## config.mk

```make
export PLATFORM = sky130hd
export DESIGN_NAME = simt_warp_ctrl
export DESIGN_NICKNAME = d
export VERILOG_FILES = /design/src/rtl/simt_pkg.sv /design/src/rtl/simt_branch_split.sv /design/src/rtl/simt_recon_stack.sv /design/src/rtl/simt_warp_ctrl.sv
export SDC_FILE = /design/constraint.sdc
export NUM_CORES = 2
export LEC_CHECK = 0
export BUFFER_PORTS_ARGS = -buffer_cell sky130_fd_sc_hd__buf_2
export CELL_PAD_IN_SITES_DETAIL_PLACEMENT = 0
export CELL_PAD_IN_SITES_GLOBAL_PLACEMENT = 1
export CORE_MARGIN = 2
export CORE_UTILIZATION = 39
export CTS_BUF_LIST = sky130_fd_sc_hd__clkbuf_4 sky130_fd_sc_hd__clkbuf_8
export DETAILED_ROUTE_END_ITERATION = 6
export PLACE_DENSITY = 0.72
export SETUP_SLACK_MARGIN = 0.1
export SLEW_MARGIN = 5
export SYNTH_ARGS = -nofsm -noshare
export SYNTH_HDL_FRONTEND = slang
export SYNTH_SLANG_ARGS = --single-unit
```

## constraint.sdc

```tcl
create_clock -name clk -period 10.25 [get_ports clk]
set_input_delay 2.05 -clock clk [delete_from_list [all_inputs] [get_ports clk]]
set_output_delay 2.05 -clock clk [all_outputs]
set_load 0.02 [all_outputs]
```

## src/rtl/simt_pkg.sv

```systemverilog
`timescale 1ns/1ps
package simt_pkg;
    typedef enum logic [1:0] {
        OP_NONE   = 2'd0,
        OP_STEP   = 2'd1,
        OP_BRANCH = 2'd2,
        OP_EXIT   = 2'd3
    } warp_op_e;

    typedef enum logic [1:0] {
        ST_IDLE  = 2'd0,
        ST_RUN   = 2'd1,
        ST_DONE  = 2'd2,
        ST_FAULT = 2'd3
    } warp_st_e;
endpackage

```

## src/rtl/simt_branch_split.sv

```systemverilog
`timescale 1ns/1ps
module simt_branch_split #(
    parameter int LANES = 32,
    parameter int AW    = 32
) (
    input  logic [LANES-1:0] act_mask,
    input  logic [LANES-1:0] lane_taken,
    input  logic [AW-1:0]    tgt_pc,
    input  logic [AW-1:0]    nxt_pc,
    input  logic [AW-1:0]    join_pc,
    input  logic [AW-1:0]    top_rpc,
    input  logic             stk_empty,
    output logic [AW-1:0]    go_pc,
    output logic [LANES-1:0] go_mask,
    output logic             need_push,
    output logic [LANES-1:0] pend_mask,
    output logic             pend_vld
);
    logic [LANES-1:0] t_m;
    logic [LANES-1:0] n_m;
    logic             split;
    logic             same_level;
    logic             t_join;
    logic             n_join;

    always_comb begin
        t_m        = act_mask & lane_taken;
        n_m        = act_mask & ~lane_taken;
        split      = (t_m != '0) && (n_m != '0);
        same_level = !stk_empty && (top_rpc == join_pc);
        t_join     = (tgt_pc == join_pc);
        n_join     = (nxt_pc == join_pc);
        go_pc      = nxt_pc;
        go_mask    = act_mask;
        need_push  = 1'b0;
        pend_mask  = n_m;
        pend_vld   = 1'b0;
        if (!split) begin
            go_pc = (t_m != '0) ? tgt_pc : nxt_pc;
        end else if (t_join && n_join) begin
            go_pc = join_pc;
        end else if (n_join) begin
            go_pc     = tgt_pc;
            go_mask   = t_m;
            need_push = !same_level;
        end else if (t_join) begin
            go_pc     = nxt_pc;
            go_mask   = n_m;
            need_push = !same_level;
        end else begin
            go_pc     = tgt_pc;
            go_mask   = t_m;
            need_push = 1'b1;
            pend_vld  = 1'b1;
        end
    end
endmodule

```

## src/rtl/simt_recon_stack.sv

```systemverilog
`timescale 1ns/1ps
module simt_recon_stack #(
    parameter int LANES = 32,
    parameter int AW    = 32,
    parameter int DEPTH = 8
) (
    input  logic             clk,
    input  logic             rst_n,
    input  logic             clr,
    input  logic             push,
    input  logic             pop,
    input  logic             take_pend,
    input  logic [LANES-1:0] kill_mask,
    input  logic [AW-1:0]    push_rpc,
    input  logic [LANES-1:0] push_join,
    input  logic [AW-1:0]    push_ppc,
    input  logic [LANES-1:0] push_pmask,
    input  logic             push_pv,
    output logic [AW-1:0]    top_rpc,
    output logic [LANES-1:0] top_join,
    output logic [AW-1:0]    top_ppc,
    output logic [LANES-1:0] top_pmask,
    output logic             top_pv,
    output logic             empty,
    output logic             full
);
    localparam int IW = $clog2(DEPTH);
    localparam int CW = $clog2(DEPTH + 1);
    localparam logic [CW-1:0] DEPTH_C = CW'(DEPTH);

    logic [CW-1:0]    cnt_q;
    logic [IW-1:0]    top_ix;
    logic [AW-1:0]    rpc_a   [DEPTH];
    logic [LANES-1:0] join_a  [DEPTH];
    logic [AW-1:0]    ppc_a   [DEPTH];
    logic [LANES-1:0] pmask_a [DEPTH];
    logic             pv_a    [DEPTH];

    assign empty  = (cnt_q == '0);
    assign full   = (cnt_q == DEPTH_C);
    assign top_ix = IW'(cnt_q - CW'(1));

    always_ff @(posedge clk or negedge rst_n) begin
        if (!rst_n) begin
            cnt_q <= '0;
        end else if (clr) begin
            cnt_q <= '0;
        end else if (push && !full) begin
            cnt_q <= cnt_q + CW'(1);
        end else if (pop && !empty) begin
            cnt_q <= cnt_q - CW'(1);
        end
    end

    for (genvar e = 0; e < DEPTH; e++) begin : g_lvl
        localparam logic [CW-1:0] MY_SLOT = CW'(e);
        localparam logic [IW-1:0] MY_IX   = IW'(e);
        logic [AW-1:0]    rpc_q;
        logic [LANES-1:0] join_q;
        logic [AW-1:0]    ppc_q;
        logic [LANES-1:0] pmask_q;
        logic             pv_q;

        always_ff @(posedge clk or negedge rst_n) begin
            if (!rst_n) begin
                rpc_q   <= '0;
                join_q  <= '0;
                ppc_q   <= '0;
                pmask_q <= '0;
                pv_q    <= 1'b0;
            end else if (push && !full && (cnt_q == MY_SLOT)) begin
                rpc_q   <= push_rpc;
                join_q  <= push_join;
                ppc_q   <= push_ppc;
                pmask_q <= push_pmask;
                pv_q    <= push_pv;
            end else begin
                join_q  <= join_q & ~kill_mask;
                pmask_q <= pmask_q & ~kill_mask;
                if (take_pend && !empty && (top_ix == MY_IX)) begin
                    pv_q <= 1'b0;
                end
            end
        end

        assign rpc_a[e]   = rpc_q;
        assign join_a[e]  = join_q;
        assign ppc_a[e]   = ppc_q;
        assign pmask_a[e] = pmask_q;
        assign pv_a[e]    = pv_q;
    end

    assign top_rpc   = rpc_a[top_ix];
    assign top_join  = join_a[top_ix];
    assign top_ppc   = ppc_a[top_ix];
    assign top_pmask = pmask_a[top_ix];
    assign top_pv    = pv_a[top_ix];
endmodule

```

## src/rtl/simt_warp_ctrl.sv

```systemverilog
`timescale 1ns/1ps
module simt_warp_ctrl #(
    parameter int LANES = 32,
    parameter int AW    = 32,
    parameter int DEPTH = 8
) (
    input  logic             clk,
    input  logic             rst_n,
    input  logic             launch,
    input  logic [AW-1:0]    launch_pc,
    input  logic [LANES-1:0] launch_mask,
    input  logic [1:0]       op,
    input  logic [LANES-1:0] lane_taken,
    input  logic [AW-1:0]    tgt_pc,
    input  logic [AW-1:0]    nxt_pc,
    input  logic [AW-1:0]    join_pc,
    output logic [AW-1:0]    pc,
    output logic [LANES-1:0] active_mask,
    output logic             issue,
    output logic             done,
    output logic             stack_full
);
    import simt_pkg::*;

    warp_st_e         state_q, state_d;
    logic [AW-1:0]    pc_q, pc_d;
    logic [LANES-1:0] mask_q, mask_d;
    warp_op_e         op_e;
    logic             rejoin;

    logic             s_clr, s_push, s_pop, s_take;
    logic [LANES-1:0] s_kill;
    logic [AW-1:0]    top_rpc, top_ppc;
    logic [LANES-1:0] top_join, top_pmask;
    logic             top_pv, stk_empty, stk_full;

    logic [AW-1:0]    go_pc;
    logic [LANES-1:0] go_mask, pend_mask;
    logic             need_push, pend_vld;

    simt_branch_split #(.LANES(LANES), .AW(AW)) u_split (
        .act_mask  (mask_q),
        .lane_taken(lane_taken),
        .tgt_pc    (tgt_pc),
        .nxt_pc    (nxt_pc),
        .join_pc   (join_pc),
        .top_rpc   (top_rpc),
        .stk_empty (stk_empty),
        .go_pc     (go_pc),
        .go_mask   (go_mask),
        .need_push (need_push),
        .pend_mask (pend_mask),
        .pend_vld  (pend_vld)
    );

    simt_recon_stack #(.LANES(LANES), .AW(AW), .DEPTH(DEPTH)) u_stack (
        .clk       (clk),
        .rst_n     (rst_n),
        .clr       (s_clr),
        .push      (s_push),
        .pop       (s_pop),
        .take_pend (s_take),
        .kill_mask (s_kill),
        .push_rpc  (join_pc),
        .push_join (mask_q),
        .push_ppc  (nxt_pc),
        .push_pmask(pend_mask),
        .push_pv   (pend_vld),
        .top_rpc   (top_rpc),
        .top_join  (top_join),
        .top_ppc   (top_ppc),
        .top_pmask (top_pmask),
        .top_pv    (top_pv),
        .empty     (stk_empty),
        .full      (stk_full)
    );

    assign op_e   = warp_op_e'(op);
    assign rejoin = (mask_q == '0) || (!stk_empty && (pc_q == top_rpc));

    // next-state and stack control
    always_comb begin
        state_d = state_q;
        pc_d    = pc_q;
        mask_d  = mask_q;
        s_clr   = 1'b0;
        s_push  = 1'b0;
        s_pop   = 1'b0;
        s_take  = 1'b0;
        s_kill  = '0;
        unique case (state_q)
            ST_IDLE, ST_DONE, ST_FAULT: begin
                if (launch) begin
                    state_d = ST_RUN;
                    pc_d    = launch_pc;
                    mask_d  = launch_mask;
                    s_clr   = 1'b1;
                end
            end
            ST_RUN: begin
                if (rejoin) begin
                    if (stk_empty) begin
                        state_d = ST_DONE;
                    end else if (top_pv) begin
                        pc_d   = top_ppc;
                        mask_d = top_pmask;
                        s_take = 1'b1;
                    end else begin
                        pc_d   = top_rpc;
                        mask_d = top_join;
                        s_pop  = 1'b1;
                    end
                end else begin
                    unique case (op_e)
                        OP_STEP: pc_d = nxt_pc;
                        OP_BRANCH: begin
                            if (need_push && stk_full) begin
                                state_d = ST_FAULT;
                            end else begin
                                pc_d   = go_pc;
                                mask_d = go_mask;
                                s_push = need_push;
                            end
                        end
                        OP_EXIT: begin
                            mask_d = '0;
                            s_kill = mask_q;
                        end
                        OP_NONE: ;
                    endcase
                end
            end
        endcase
    end

    // state register
    always_ff @(posedge clk or negedge rst_n) begin
        if (!rst_n) begin
            state_q <= ST_IDLE;
        end else begin
            state_q <= state_d;
        end
    end

    always_ff @(posedge clk or negedge rst_n) begin
        if (!rst_n) begin
            pc_q   <= '0;
            mask_q <= '0;
        end else begin
            pc_q   <= pc_d;
            mask_q <= mask_d;
        end
    end

    // outputs
    always_comb begin
        pc          = pc_q;
        active_mask = mask_q;
        issue       = (state_q == ST_RUN) && !rejoin;
        done        = (state_q == ST_DONE);
        stack_full  = (state_q == ST_FAULT);
    end
endmodule

```

### Yosys cells after proc, flatten, opt, wreduce, memory -nomap -nowiden

Index checks and enable logic that the tools add are counted.
Widths: inputs -> output; s select.

| storage, ports and cells | value |
|---|---|
| flip-flop bits (word level) | 1,102 |
| input bits | 197 |
| bits in writable memories | 0 |
| latch bits | 0 |
| word-level logic and storage cells | 256 |
| ROM bits | 0 |
| output and inout bits | 67 |
| memories | 0 |

| cells by class | value |
|---|---|
| bitwise logic cells | 21 |
| equal/unequal tests | 35 |
| multiply operators | 0 |
| divide/modulo/power cells | 0 |
| reduce and logical (&&, ||, !) cells | 49 |
| magnitude comparators | 1 |
| $add $sub $neg | 2 |
| shifts and indexed selects | 0 |
| mux-type cells | 104 |

Operator list:

| cell | number |
|---|---|
| $mux 32 | 46 |
| $and 32x32->32 | 18 |
| $bmux 32 s3 | 4 |
| $pmux 32 s2 | 4 |
| $eq 32x32->1 | 4 |
| $not 32->32 | 2 |
| $reduce_bool 32->1 | 2 |
| $mux 1 | 40 |
| $logic_not 32->1 | 1 |
| $logic_and 1x1->1 | 25 |
| $eq 4x3->1 const B | 4 |
| $reduce_bool 2->1 | 8 |
| $eq 3x3->1 const B | 4 |
| $mux 4 | 3 |
| $mux 2 | 5 |
| $eq 2x2->1 const B | 4 |
| $eq 4x2->1 const B | 2 |
| $ne 4x2->1 const B | 2 |
| $ne 4x4->1 const B | 2 |
| $reduce_and 4->1 | 2 |
| $eq 3x2->1 const B | 2 |
| $ne 3x2->1 const B | 2 |
| $ne 3x3->1 const B | 2 |
| $reduce_and 6->1 | 1 |
| 19 further kinds | 23 |

### Logic depth before layout (Yosys ltp)

| logic depth | value |
|---|---|
| depth after elaboration | 20 |
| gate-level depth with buffers | 23 |
| mapped depth without buffers | 12 |

### By module

Synthesis repeated with hierarchy kept, for this count alone.

| unflattened totals | value |
|---|---|
| cell total of the unflattened synthesis | 5,074 |
| area total of the unflattened synthesis | 59,819.9 um^2 |

By module, submodules not included:

| module | instances | sequential area each (um^2) | cells each | area each (um^2) |
|---|---|---|---|---|
| simt_recon_stack | 1 | 25,924.9 | 4,170 | 51,540.7 |
| simt_warp_ctrl | 1 | 1,651.6 | 594 | 5,622.9 |
| simt_branch_split | 1 | 0.0 | 310 | 2,656.3 |

### Least setup slack after synthesis

No wires, ideal clock.

| timing path | value |
|---|---|
| kind | register to output |
| start | register u_stack.cnt_q[0] |
| end | output port issue |
| path buffers | 6 |
| data arrival time | 3.968 ns |
| required time | 8.200 ns |
| stages on the path, launching flop included | 16 |
| slack | 4.232 ns |
| cell sequence | dfrtp_1 buf_6 buf_6 buf_2 inv_1 ha_1 buf_2 xor2_1 mux4_1 xor2_1 nand4b_1 or3_1 or4_1 o31a_1 buf_4 buf_6 |

| on the way | value |
|---|---|
| word-level cells in the longest chain between the ends | 10 |

Ends and longest elaborated chain:

| item | line | RTL |
|---|---|---|
| start: declaration | simt_recon_stack.sv:31 | `logic [CW-1:0] cnt_q;` |
| start signal: assignment | simt_recon_stack.sv:49 | `cnt_q <= cnt_q + CW'(1);` |
| start signal: assignment | simt_recon_stack.sv:51 | `cnt_q <= cnt_q - CW'(1);` |
| $sub 4x1->4 | simt_recon_stack.sv:41 | `assign top_ix = IW'(cnt_q - CW'(1));` |
| $not 3->4 (implied by the code) | simt_recon_stack.sv:93 | `assign top_rpc = rpc_a[top_ix];` |
| $bmux 32 s3 | simt_recon_stack.sv:93 |  |
| $mux 32 (implied by the code) (2 in series) | simt_recon_stack.sv:93 |  |
| $eq 32x32->1 | simt_warp_ctrl.sv:79 | `assign rejoin = (mask_q == '0) \|\| (!stk_empty && (pc_q == top_rpc));` |
| $logic_and 1x1->1 * | simt_warp_ctrl.sv:79 |  |
| $logic_or 1x1->1 * | simt_warp_ctrl.sv:79 |  |
| $logic_not 1->1 * | simt_warp_ctrl.sv:159 | `issue = (state_q == ST_RUN) && !rejoin;` |
| $logic_and 1x1->1 * | simt_warp_ctrl.sv:159 |  |
| end: declaration | simt_warp_ctrl.sv:19 | `output logic issue,` |

Mark *: on every way between the ends. The rest lies on a longest branch, timed or not. The select of a mux whose other input is x is not followed.

### Final worst setup path

Same ends and word-level chain as after synthesis.

==> impl_metrics.json <==
{
  "outcome": "completed",
  "dp_cells": 6285,
  "cts_setup_buffers": 0,
  "maxCapViolations": 0,
  "dieArea_sq_um": 145000,
  "clk_pin_slew_ps": 60,
  "whs_ps": 470,
  "final_util_pct": 43.5,
  "clk_latency_ps": 920,
  "synth_edf_count": 0,
  "synth.most_common_cell": "dfrtp_1",
  "p_leak_nw": 29.1,
  "finalCriticalPeriod_ps": 8420,
  "dr.pass1.iters": 7,
  "cts_hold_buffers": 0,
  "grt_max_degree": 177,
  "crit_fanout": 104,
  "synthCells": 4499,
  "nFillCells": 13300,
  "ys_top_cells_by_area": "dfrtp_1 50%, mux4_2 11%, mux2i_1 6.8%, mux2_2 6.0%, mux2_1 4.0%",
  "clock_sinks": 1102,
  "grt_antenna_before_repair": 20,
  "fmax_mhz": 119,
  "clock_skew_ps": 42.6,
  "num_rows": 138,
  "setup-tns-final_ps": 0,
  "overflow": 0,
  "end_kind": "output pin",
  "core_sq_um": 141000,
  "via_count": 38100,
  "ir_drop_uv": 309,
  "port_buffers": 263,
  "die_w_um": 381,
  "relSlewSlack_pct": 26.8,
  "crit_type": "register to output pin",
  "grt_pass1_wl_mm": 259,
  "required_ps": 8200,
  "p_per_area_nw_per_um2": 299,
  "wl_mm": 172,
  "dpl-instance-area_sq_um": 57500,
  "die_y_um": 381,
  "hold_viol_final": 0,
  "synth_top_area_cell": "dfrtp_1",
  "postSynth.asyncResetShare_pct": 100,
  "globalplace.congestion": 0.918,
  "dp_hpwl_mm": 106,
  "maxSlewViolCount": 0,
  "grt_pass1_vias": 38600,
  "swShare_pct": 38.6,
  "yosys-top-cells-count": "1102 x dfrtp_1, 571 x nand2_1, 377 x mux2i_1",
  "grt_setup_unrepaired": "no",
  "yosysWarningCount": 0,
  "io_pins": 264,
  "stdcell_area_sq_um": 61500,
  "arrival_ps": 6370,
  "cts_made_buffers": 182,
  "htree_levels": 4,
  "clk_path_buf_depth": 3,
  "intPower_w": 0.0113,
  "tritoncts": "yes",
  "root_buffer": "clkbuf_8",
  "ys_seq_area_share_pct": 49.8,
  "sequentialPowerShare_pct": 36.0,
  "grt_use_total_pct": 23.7,
  "drc_errors": 0,
  "cts_resized": 0,
  "finalNonFillerCells": 6622,
  "setup_viol": 0,
  "drt-wirelength-per-cell_um": 26.0,
  "synth_cell_types": 63,
  "start_util_pct": 39.2,
  "yosysTopAreaCellShare_pct": 49.8,
  "ys_ff_latch": 1102,
  "area_growth_pct": 11.1,
  "via_per_inst": 5.75,
  "tightest_slew_ps": 1100,
  "synth_area_sq_um": 55400,
  "hold_class": "register to register",
  "synth_nets": 4704,
  "power_frac_comb_pct": 41.3,
  "synth_top_flop_cell": "dfrtp_1",
  "fin_nets": 4784,
  "drt_iter0_markers": 3306,
  "synth.avg_cell_area_sq_um": 12.3,
  "final.period_utilization_pct": 82.2,
  "drive_gt1_share_pct": 27.8,
  "ant_nets": 0,
  "switchingPower_w": 0.00710,
  "worst_setup_path_start_kind": "register",
  "p_clk_share_pct": 22.7
}
## power groups by stage
stage                     Sequential [W]  Combinational (W)  Clock [W]
after detailed placement         0.00666            0.00757          0
after floorplan                  0.00640            0.00529          0
final                            0.00661            0.00760    0.00418
after global placement           0.00660            0.00749          0
after CTS                        0.00659            0.00758    0.00426
after global routing             0.00676            0.00808    0.00446
## cell families (layout without fill, tap and decap cells)
kind of cell | Yosys count | after routing | synth area share (%)
muxes | 1153 | 1153 | 28.4
and+or+nand+nor | 1151 | 1151 | 9.64
DFF | 1102 | 1102 | 49.8
buffers and inverters | 470 | 693 | 4.44
AOI/OAI and AO/OA | 453 | 453 | 5.00
xor gates and xnor gates | 162 | 162 | 2.56
adders and majority gates | 8 | 8 | 0.181
other | 0 | 10 | 0
## routing by layer
| layer | share of wire (%) | vias to the layer above | wire (um) | GRT usage [%] |
|---|---|---|---|---|
| met5 | 0.034 | - | 58 | 0 |
| met4 | 3.4 | 8 | 5920 | 8.34 |
| met3 | 6.1 | 330 | 10600 | 4.88 |
| met2 | 46 | 1247 | 79000 | 36.3 |
| met1 | 45 | 20100 | 77000 | 33.4 |
| li1 | - | 16400 | - | - |
## worst max-delay path, cell delays in order (launching register included)
cell	delay, ps
dfrtp_4	830
inv_1	310
ha_4	900
buf_12	490
mux4_2	420
mux2i_1	430
xor2_1	240
nand4_1	120
nor4_1	310
nand4_1	340
o31a_2	520
buf_2	260
## cell type report
cell class / count / area (sq um) / area share, %
sequential: 1102 / 27600 / 44.9
multi-input combinational: 2927 / 25500 / 41.5
inverter: 48 / 180 / 0.293
clock buffer: 291 / 3600 / 5.85
antenna: 10 / 25.0 / 0.0407
timing repair buffer: 318 / 1880 / 3.05
clock inverter: 36 / 340 / 0.553
tap: 1890 / 2360 / 3.85
## flip-flops by register name, summed over array words and instances, names as in the netlist
name,flops
active_mask,32
pc,32
state_q,2
u_stack.cnt_q,4
u_stack.g_lvl.join_q,256
u_stack.g_lvl.pmask_q,256
u_stack.g_lvl.ppc_q,256
u_stack.g_lvl.pv_q,8
u_stack.g_lvl.rpc_q,256
## metrics by stage
step           power [W]  setup slack (ps)
6_report          0.0184              1830
5_1_grt           0.0193              1470
4_1_cts           0.0184              1690
3_5_place_dp      0.0142              2530
3_3_place_gp      0.0141              2570
2_1_floorplan     0.0117              4230
## worst paths after layout
| check | from | endpoint | slack [ps] | depth (start not counted) |
|---|---|---|---|---|
| setup / recovery | u_stack.cnt_q[0] | issue | 1830 | 11 |
| hold / removal | u_stack.g_lvl[0].ppc_q[12] | u_stack.g_lvl[0].ppc_q[12] | 470 | 2 |
| setup reg to reg | u_stack.cnt_q[0] | pc[31] | 2540 | 15 |
| hold reg to reg | u_stack.g_lvl[0].ppc_q[12] | u_stack.g_lvl[0].ppc_q[12] | 470 | 2 |
| max in group asynchronous | rst_n | u_stack.g_lvl[6].rpc_q[25] | 6790 | 3 |
| min in group asynchronous | rst_n | u_stack.g_lvl[0].ppc_q[11] | 1150 | 1 |
## cell usage in the layout (no fill, tap or decap), drive strengths merged, types with 25 or more instances in the layout
| cell | netlist | layout |
|---|---|---|
| nand3 | 351 | 351 |
| clkbuf | 165 | 291 |
| nand2b | 35 | 35 |
| xor2 | 35 | 35 |
| inv | 48 | 57 |
| nor2 | 66 | 66 |
| mux2 | 493 | 493 |
| o21ai | 296 | 296 |
| a211oi | 25 | 25 |
| mux2i | 377 | 377 |
| mux4 | 283 | 283 |
| nand4 | 49 | 49 |
| o221a | 32 | 32 |
| buf | 257 | 318 |
| nand2 | 575 | 575 |
| xnor2 | 127 | 127 |
| dfrtp | 1102 | 1102 |
No activity file was read; power rests on OpenSTA's default activity.
